`src/rtl/dctp_pkg.sv`:
```
// Shared sizing for the double-column trigger primitive.
// Assumes SUM_W is wide enough that the saturation value is meaningful.
package dctp_pkg;
    localparam int NUM_DC = 26;  // double columns per chip
    localparam int CNT_W  = 5;   // bits of one per-column hit count
    localparam int SUM_W  = 5;   // bits of each primitive sum
endpackage

```
`src/rtl/dctp_cfg.sv`:
```
// Settings registers for the trigger primitive.
// Loads only between crossings (in_valid low); resets to the loose cuts.
module dctp_cfg #(
    parameter int CNT_W = 5,
    parameter int SUM_W = 5
) (
    input  logic             clk,
    input  logic             rst_n,
    input  logic             in_valid,
    input  logic             cfg_load,
    input  logic [CNT_W-1:0] cfg_pix_thr,
    input  logic [SUM_W-1:0] cfg_dc_cut,
    input  logic [SUM_W-1:0] cfg_cl_cut,
    input  logic [SUM_W-1:0] cfg_hm_thr,
    output logic [CNT_W-1:0] pix_thr,
    output logic [SUM_W-1:0] dc_cut,
    output logic [SUM_W-1:0] cl_cut,
    output logic [SUM_W-1:0] hm_thr
);
    localparam logic [SUM_W-1:0] DEF_DC_CUT = SUM_W'(2);
    localparam logic [SUM_W-1:0] DEF_CL_CUT = SUM_W'(2);
    localparam logic [SUM_W-1:0] DEF_HM_THR = SUM_W'(4);

    logic take;
    assign take = cfg_load && !in_valid;

    // Hold settings; accept a load only in a cycle without a crossing.
    always_ff @(posedge clk) begin
        if (!rst_n) begin
            pix_thr <= '0;
            dc_cut  <= DEF_DC_CUT;
            cl_cut  <= DEF_CL_CUT;
            hm_thr  <= DEF_HM_THR;
        end else if (take) begin
            pix_thr <= cfg_pix_thr;
            dc_cut  <= cfg_dc_cut;
            cl_cut  <= cfg_cl_cut;
            hm_thr  <= cfg_hm_thr;
        end
    end

    AST_CFG_HELD_IN_CROSSING: assert property (@(posedge clk) disable iff (!rst_n)
        in_valid |=> ($stable(pix_thr) && $stable(dc_cut) && $stable(cl_cut) && $stable(hm_thr)));
endmodule

```
`src/rtl/dctp_hitmap.sv`:
```
// Per-column hit comparison and cluster-start detection.
// Assumes column i occupies bits [CNT_W*i +: CNT_W] of the packed input.
module dctp_hitmap #(
    parameter int NUM_DC = 26,
    parameter int CNT_W  = 5
) (
    input  logic [NUM_DC*CNT_W-1:0] col_counts,
    input  logic [CNT_W-1:0]        pix_thr,
    output logic [NUM_DC-1:0]       hit,
    output logic [NUM_DC-1:0]       start
);
    for (genvar i = 0; i < NUM_DC; i++) begin : g_col
        // Column is hit only when strictly above threshold.
        assign hit[i] = col_counts[CNT_W*i +: CNT_W] > pix_thr;
        if (i == 0) begin : g_edge
            // Leftmost column starts a run whenever it is hit.
            assign start[i] = hit[i];
        end else begin : g_inner
            // Run starts where the left neighbour is unhit.
            assign start[i] = hit[i] && !hit[i-1];
        end
    end

    always_comb begin
        AST_START_IMPLIES_HIT: assert ((start & ~hit) == '0);
    end
endmodule

```
`src/rtl/dctp_satcount.sv`:
```
// Saturating population count of a flag vector.
// Assumes a purely combinational use; result clamps at all ones.
module dctp_satcount #(
    parameter int N     = 26,
    parameter int SUM_W = 5
) (
    input  logic [N-1:0]     flags,
    output logic [SUM_W-1:0] total
);
    localparam int WIDE_W = $clog2(N + 1) + 1;
    localparam logic [WIDE_W-1:0] MAXV = WIDE_W'((1 << SUM_W) - 1);

    logic [WIDE_W-1:0] raw;

    // Count set flags at full width.
    always_comb begin
        raw = '0;
        for (int k = 0; k < N; k++) raw = raw + WIDE_W'(flags[k]);
    end

    // Clamp to the output width.
    always_comb begin
        if (raw > MAXV) total = '1;
        else            total = raw[SUM_W-1:0];
    end
endmodule

```
`src/rtl/dctp_top.sv`:
```
// Double-column hit trigger primitive: hit map, two saturating sums,
// cut comparisons and a one-cycle output register per crossing.
// Assumes a crossing may arrive every cycle and settings change between them.
module dctp_top #(
    parameter int NUM_DC = dctp_pkg::NUM_DC,
    parameter int CNT_W  = dctp_pkg::CNT_W,
    parameter int SUM_W  = dctp_pkg::SUM_W
) (
    input  logic                    clk,
    input  logic                    rst_n,
    input  logic                    in_valid,
    input  logic [NUM_DC*CNT_W-1:0] col_counts,
    input  logic                    cfg_load,
    input  logic [CNT_W-1:0]        cfg_pix_thr,
    input  logic [SUM_W-1:0]        cfg_dc_cut,
    input  logic [SUM_W-1:0]        cfg_cl_cut,
    input  logic [SUM_W-1:0]        cfg_hm_thr,
    output logic                    out_valid,
    output logic [SUM_W-1:0]        dc_sum,
    output logic [SUM_W-1:0]        cl_sum,
    output logic                    dc_pass,
    output logic                    cl_pass,
    output logic                    high_mult
);
    logic [CNT_W-1:0]  pix_thr;
    logic [SUM_W-1:0]  dc_cut, cl_cut, hm_thr;
    logic [NUM_DC-1:0] hit, start;
    logic [SUM_W-1:0]  dc_next, cl_next;

    dctp_cfg #(.CNT_W(CNT_W), .SUM_W(SUM_W)) u_cfg (
        .clk(clk), .rst_n(rst_n), .in_valid(in_valid), .cfg_load(cfg_load),
        .cfg_pix_thr(cfg_pix_thr), .cfg_dc_cut(cfg_dc_cut),
        .cfg_cl_cut(cfg_cl_cut), .cfg_hm_thr(cfg_hm_thr),
        .pix_thr(pix_thr), .dc_cut(dc_cut), .cl_cut(cl_cut), .hm_thr(hm_thr)
    );

    dctp_hitmap #(.NUM_DC(NUM_DC), .CNT_W(CNT_W)) u_map (
        .col_counts(col_counts), .pix_thr(pix_thr), .hit(hit), .start(start)
    );

    dctp_satcount #(.N(NUM_DC), .SUM_W(SUM_W)) u_dc_cnt (
        .flags(hit), .total(dc_next)
    );

    dctp_satcount #(.N(NUM_DC), .SUM_W(SUM_W)) u_cl_cnt (
        .flags(start), .total(cl_next)
    );

    // Strobe marking a fresh result, one cycle after each crossing.
    always_ff @(posedge clk) begin
        if (!rst_n) out_valid <= 1'b0;
        else        out_valid <= in_valid;
    end

    // Capture the sums and flags of each crossing; hold otherwise.
    always_ff @(posedge clk) begin
        if (!rst_n) begin
            dc_sum    <= '0;
            cl_sum    <= '0;
            dc_pass   <= 1'b0;
            cl_pass   <= 1'b0;
            high_mult <= 1'b0;
        end else if (in_valid) begin
            dc_sum    <= dc_next;
            cl_sum    <= cl_next;
            dc_pass   <= dc_next >= dc_cut;
            cl_pass   <= cl_next >= cl_cut;
            high_mult <= dc_next >= hm_thr;
        end
    end

    AST_VALID_FOLLOWS_INPUT: assert property (@(posedge clk) disable iff (!rst_n)
        in_valid |=> out_valid);
    AST_NO_SPURIOUS_VALID: assert property (@(posedge clk) disable iff (!rst_n)
        !in_valid |=> !out_valid);
    AST_CLUSTERS_LE_HITS: assert property (@(posedge clk) disable iff (!rst_n)
        out_valid |-> (cl_sum <= dc_sum));
    AST_EMPTY_MATCHES: assert property (@(posedge clk) disable iff (!rst_n)
        out_valid |-> ((dc_sum == '0) == (cl_sum == '0)));
    AST_HOLD_BETWEEN: assert property (@(posedge clk) disable iff (!rst_n)
        !in_valid |=> ($stable(dc_sum) && $stable(cl_sum)));
endmodule

```
`config.mk`:
```
export PLATFORM = sky130hd
export DESIGN_NAME = dctp_top
export DESIGN_NICKNAME = d
export VERILOG_FILES = /design/src/rtl/dctp_pkg.sv /design/src/rtl/dctp_cfg.sv /design/src/rtl/dctp_hitmap.sv /design/src/rtl/dctp_satcount.sv /design/src/rtl/dctp_top.sv
export SDC_FILE = /design/constraint.sdc
export NUM_CORES = 1
export LEC_CHECK = 0
export BUFFER_PORTS_ARGS = -buffer_cell sky130_fd_sc_hd__buf_2
export CORE_ASPECT_RATIO = 1.2
export CORE_MARGIN = 5
export CORE_UTILIZATION = 50
export CTS_BUF_LIST = sky130_fd_sc_hd__clkbuf_8 sky130_fd_sc_hd__clkbuf_16
export CTS_CLUSTER_SIZE = 16
export DETAILED_ROUTE_END_ITERATION = 10
export HOLD_SLACK_MARGIN = 0.12
export PLACE_DENSITY = 0.77
export SYNTH_ARGS = -nofsm -noshare
export SYNTH_HDL_FRONTEND = slang
export SYNTH_HIERARCHICAL = 1
export SYNTH_SLANG_ARGS = --single-unit
```
`constraint.sdc`:
```
create_clock -name clk -period 15.4 [get_ports clk]
set_input_delay 1.54 -clock clk [delete_from_list [all_inputs] [get_ports clk]]
set_output_delay 1.54 -clock clk [all_outputs]
set_load 0.03 [all_outputs]
```
Word level (Yosys, flattened, before mapping)
Index checks and enable logic that the tools add are counted.
W data, S select, Z words.
{ "totals": {"regBits": 34, "latchBits": 0, "ram_bits": 0, "mem_bits_ro": 0, "inputBits": 154, "out_inout_bits": 14, "wordCells": 145, "n_memories": 0} }
{ "classes": {"add_sub_neg": 50, "multipliers": 0, "div_mod_pow": 0, "order_cmp": 31, "n_eq_ne": 0, "shift": 0, "mux": 2, "bitwise": 0, "reduce_logical": 52} }
{ "ops": {"columns": ["op", "n"], "rows": [
  ["$add A6 B1 Y6", 48],
  ["$gt A5 B5 Y1", 26],
  ["$logic_and A1 B1 Y1", 26],
  ["$logic_not A1 Y1", 26],
  ["$ge A5 B5 Y1", 3],
  ["$gt A6 B5 Y1 const B", 2],
  ["$mux W5", 2],
  ["$add A1 B1 Y2", 2]
]} }

Longest topological paths before layout
{ "depth": {"depth_word": 31, "mapped_depth": 27, "mapped_depth_nobuf": 26} }

By module
The synthesis kept the hierarchy.
{ "by_module_without_submodules": {"columns": ["mod", "n_inst", "cells_each", "area_each_um2", "seq_area_each_um2"], "rows": [
  ["dctp_hitmap", 1, 395, 3175.5, 0.0],
  ["dctp_satcount", 2, 78, 750.7, 0.0],
  ["dctp_top", 1, 94, 887.1, 280.3],
  ["dctp_cfg", 1, 87, 824.5, 400.4]
]} }

Worst setup path before layout
No wires, ideal clock.
{ "synth_timing": {"path_type": "in2reg", "from": "input port col_counts[4]", "to": "register cl_pass", "setup_ns": 0.087, "arrival_time_ns": 7.102, "required_ns": 15.313, "setup_slack_ns": 8.211, "cell_stages": 24, "n_path_buf": 1, "path_cell_list": "ha_1 -> nand4_1 -> o221a_2 -> nor2_1 -> buf_4 -> inv_1 -> fa_1 -> inv_1 -> ha_1 -> inv_1 -> fa_1 -> fa_1 -> fa_1 -> fa_1 -> inv_1 -> fa_1 -> fa_1 -> a21o_1 -> a21oi_1 -> o21bai_1 -> ha_1 -> nand2_1 -> a31o_2 -> o31ai_1"} }
{ "synth_via": {"elab_chain_len": 31} }
{ "synth_rtl": {"columns": ["item", "line_no", "text"], "rows": [
  ["start: declaration", "dctp_top.sv:12", "input logic [NUM_DC*CNT_W-1:0] col_counts,"],
  ["$gt A5 B5 Y1 *", "dctp_hitmap.sv:14", "assign hit[i] = col_counts[CNT_W*i +: CNT_W] > pix_thr;"],
  ["named net hit[0]", "dctp_top.sv:27", "logic [NUM_DC-1:0] hit, start;"],
  ["$logic_not A1 Y1", "dctp_hitmap.sv:20", "assign start[i] = hit[i] && !hit[i-1];"],
  ["$logic_and A1 B1 Y1", "dctp_hitmap.sv:20", null],
  ["$add A1 B1 Y2 *", "dctp_satcount.sv:18", "for (int k = 0; k < N; k++) raw = raw + WIDE_W'(flags[k]);"],
  ["$add A6 B1 Y6 * (24 in a row)", "dctp_satcount.sv:18", null],
  ["$gt A6 B5 Y1", "dctp_satcount.sv:23", "if (raw > MAXV) total = '1;"],
  ["$mux W5 *", "dctp_satcount.sv:23", null],
  ["named net cl_next[4]", "dctp_top.sv:28", "logic [SUM_W-1:0] dc_next, cl_next;"],
  ["$ge A5 B5 Y1 *", "dctp_top.sv:67", "cl_pass <= cl_next >= cl_cut;"],
  ["end signal: assignment", "dctp_top.sv:67", null],
  ["end: declaration", "dctp_top.sv:22", "output logic cl_pass,"]
]} }
The timed path passes the listed nets; every way through them passes the cells marked *.
A chain may end at the register's enable or synchronous reset.

Worst setup path in the final report
{ "layout_timing": {"from": "input port col_counts[4]", "to": "register high_mult"} }
{ "layout_via": {"elab_chain_len": 29} }
{ "layout_rtl": {"columns": ["item", "line_no", "text"], "rows": [
  ["$gt A5 B5 Y1 *", "dctp_hitmap.sv:14", null],
  ["named net hit[0]", "dctp_top.sv:27", null],
  ["$add A1 B1 Y2 *", "dctp_satcount.sv:18", null],
  ["$add A6 B1 Y6 * (24 in a row)", "dctp_satcount.sv:18", null],
  ["$gt A6 B5 Y1", "dctp_satcount.sv:23", null],
  ["$mux W5 *", "dctp_satcount.sv:23", null],
  ["named net dc_next[4]", "dctp_top.sv:28", null],
  ["$ge A5 B5 Y1 *", "dctp_top.sv:68", "high_mult <= dc_next >= hm_thr;"],
  ["end signal: assignment", "dctp_top.sv:68", null],
  ["end: declaration", "dctp_top.sv:23", "output logic high_mult"]
]} }
Marks and branches as above.

==> impl_metrics.yaml <==
clocking:
  cts_tree: "done"
  htree_levels: 2
  insertion_delay_ns: 0.27
  cts_setup_buffers: 0
  holdBufCountCts: 0
  path_clk_slew_ns: 0.05
  clockRootBuffer: "clkbuf_16"
  clk_path_buf_depth: 2
  cts-resized-gates: 0
  numCtsBuffers: 5
  cts.sinks: 34
floorplan:
  die-area_um2: 15150
  pin_count: 168
  die_y_um: 133.8
  die_w_um: 113.2
  initial_utilization_pct: 50.65
  row_count: 45
  core_area_um2: 12610
placement:
  dpl_cell_area_um2: 7368
  place_congestion: 0.8553
  dp_hpwl_um: 12190
  place_inst: 1058
  portBuffers: 167
worst_setup_path:
  startpoint_type: "primary input"
  worstPathRequired_ns: 15.59
  arrival_ns: 7.42
  cp_max_fo: 3
  critPathKind: "in -> reg"
  endpoint_kind: "flop"
global_route:
  grt_max_degree: 52
  gr-total-overflow: 0
  grt_first_pass_wirelength_um: 25250
  antenna_found_initial: 0
  grt_pass1_vias: 5712
  track_usage_pct: 19.71
synthesis:
  avgSynthCellArea_um2: 8.728
  ys_types: 43
  synth-seq-cells: 34
  yosys_warnings: 6
  syn-instance-count: 732
  syn_area_um2: 6389
  ys_seq_area_share_pct: 10.65
  syn_nets: 1089
timing:
  tightest_slew_ns: 0.7903
  clock-skew-final_ns: 0.004564
  max_clock_freq_ghz: 0.1383
  finalCriticalPeriod_ns: 7.231
  tns_ns: 0
  hold_violations: 0
  slew_headroom_pct: 47.31
  finalSetupViolCount: 0
  report.final.slew_viol_count: 0
  rsz0062_at_grt: "no"
  period_share_pct: 46.96
power_and_ir_drop:
  max-vdd-ir-drop_uv: 295.1
  p_total_mw: 1.860
  power_density_nw_per_um2: 247.8
  total_leakage_power_nw: 4.058
final_layout:
  fillCellCount: 1177
  diodes: 0
  design_area_um2: 7503
  final_cells: 1065
  post-route-util_pct: 59.49
  area_growth_pct: 17.45
  drive_gt1_share_pct: 23.97
  final_nets: 1258
detailed_routing:
  via_per_inst: 5.180
  ant_nets: 0
  drc: 0
  drtIter0Drc: 210
  drt_pass1_iterations: 4
  vias: 5517
  drt-total-wl_um: 14750
  routedWlPerCell_um: 13.85
run_status:
  status: "finished clean"
flow_run:
  cap_viol_max_count: 0
min_path:
  hp-class: "reg -> reg"
-- worst max-delay path, stage by stage --
cell      delay (ns)
buf_2           0.10
ha_1            0.31
nand4_1         0.10
o221a_2         0.27
nor2_1          0.15
inv_1           0.09
fa_1            0.53
inv_1           0.05
ha_1            0.27
inv_1           0.05
fa_1            0.47
fa_1            0.54
fa_1            0.43
fa_1            0.50
inv_1           0.05
fa_1            0.41
fa_1            0.43
a21o_1          0.19
a21oi_1         0.13
o21bai_1        0.13
ha_1            0.32
nand2_1         0.06
a31o_2          0.23
o31ai_1         0.06
-- final cells by class --
class	instances	area [um2]	share of cell area, %
multi-input cells	550	5091	67.85
repair buffers	172	873.3	11.64
flip-flops and latches	34	680.7	9.071
inverters	138	518.0	6.903
well taps	164	205.2	2.735
clock buffers	5	125.1	1.667
clock inverters	2	10.01	0.1334
-- kinds of logic (layout without fill, tap and decap cells) --
| logic type | Yosys count | in the layout | synth area share (%) |
|---|---|---|---|
| muxes | 29 | 29 | 4.544 |
| xor gates and xnor gates | 2 | 2 | 0.2742 |
| AOI/OAI and AO/OA | 142 | 142 | 16.49 |
| and+or+nand+nor | 174 | 174 | 14.16 |
| adders and majority gates | 203 | 203 | 44.22 |
| DFF | 34 | 34 | 10.65 |
| buffers and inverters | 148 | 317 | 9.655 |
-- where the power goes --
part / internal (mW) / switching (mW) / total (mW)
registers: 0.108 / 0.00787 / 0.116
clock network: 0.0583 / 0.0345 / 0.0928
logic: 0.745 / 0.906 / 1.65
-- placed cells by master (no fill, tap or decap), types with 5 or more instances in the layout --
cell type  Yosys  layout
mux2i_1       29      29
or2_1         15      15
nand4_1       26      26
o211a_1       12      12
inv_1        138     138
nand2b_1       5       5
a211oi_2       8       8
ha_1         165     165
and2_1        11      11
nor2b_1       10      10
fa_1          38      38
buf_2          0     167
nor2_1        25      25
o221a_2       14      14
buf_4          5       5
nand2_1       68      68
dfxtp_1       34      34
a21oi_1       64      64
clkbuf_16      0       5
o221ai_1      13      13
a21o_1         7       7
-- worst paths after layout --
check	from	end	slack, ns	cells after the start
min reg2reg	u_cfg/pix_thr[0]	u_cfg/pix_thr[0]	0.46	2
max reg2reg	u_cfg/pix_thr[4]	high_mult	8.85	25
min	u_cfg/pix_thr[0]	u_cfg/pix_thr[0]	0.46	2
max	col_counts[4]	high_mult	8.17	24
-- per-stage QoR --
step                      worst slack [ns]  hold slack, ns
final                                8.169          0.4551
after global routing                 7.751          0.4821
after CTS                            8.140          0.4579
after detailed placement             7.869          0.4478
after global placement               7.965          0.4433
after floorplan                      8.211          0.4347
-- flip-flops by register name, indices dropped and copies added, names as in the netlist --
signal / flops
cl_sum: 5
dc_sum: 5
u_cfg/cl_cut: 5
u_cfg/dc_cut: 5
u_cfg/hm_thr: 5
u_cfg/pix_thr: 5
cl_pass: 1
dc_pass: 1
high_mult: 1
out_valid: 1
-- synth_stat cells, drive strengths merged --
cell type / instances / share of area, %
a221oi: 2 / 0.47
fa: 38 / 12
ha: 165 / 32
nand3: 2 / 0.31
and2: 13 / 1.3
clkbuf: 1 / 0.059
o221a: 14 / 2.5
a21o: 7 / 0.82
a211oi: 11 / 1.9
nor4b: 2 / 0.47
a21oi: 64 / 5.0
o211a: 12 / 1.9
a31o: 3 / 0.41
nand2b: 5 / 0.49
nand3b: 3 / 0.35
and2b: 2 / 0.27
dfxtp: 34 / 11
o21bai: 2 / 0.23
o31ai: 3 / 0.35
o21ai: 3 / 0.29
and4: 1 / 0.14
a31oi: 3 / 0.29
inv: 138 / 8.1
o22ai: 2 / 0.20
xnor2: 2 / 0.27
o221ai: 13 / 1.8
mux2i: 29 / 4.5
o211ai: 3 / 0.35
nand4: 26 / 2.5
nor2b: 11 / 1.2
nor2: 25 / 1.5
or2: 16 / 1.6
buf: 9 / 1.5
nand2: 68 / 4.0
-- metal layers --
layer,global-route usage (%),wire length [um],vias to the layer above
met5,0,0,-
met4,4.142,241,0
met3,2.572,709,16
met2,36.50,7570,115
met1,24.23,6229,2490
li1,-,-,2896
Power figures use the tool's default switching activity.
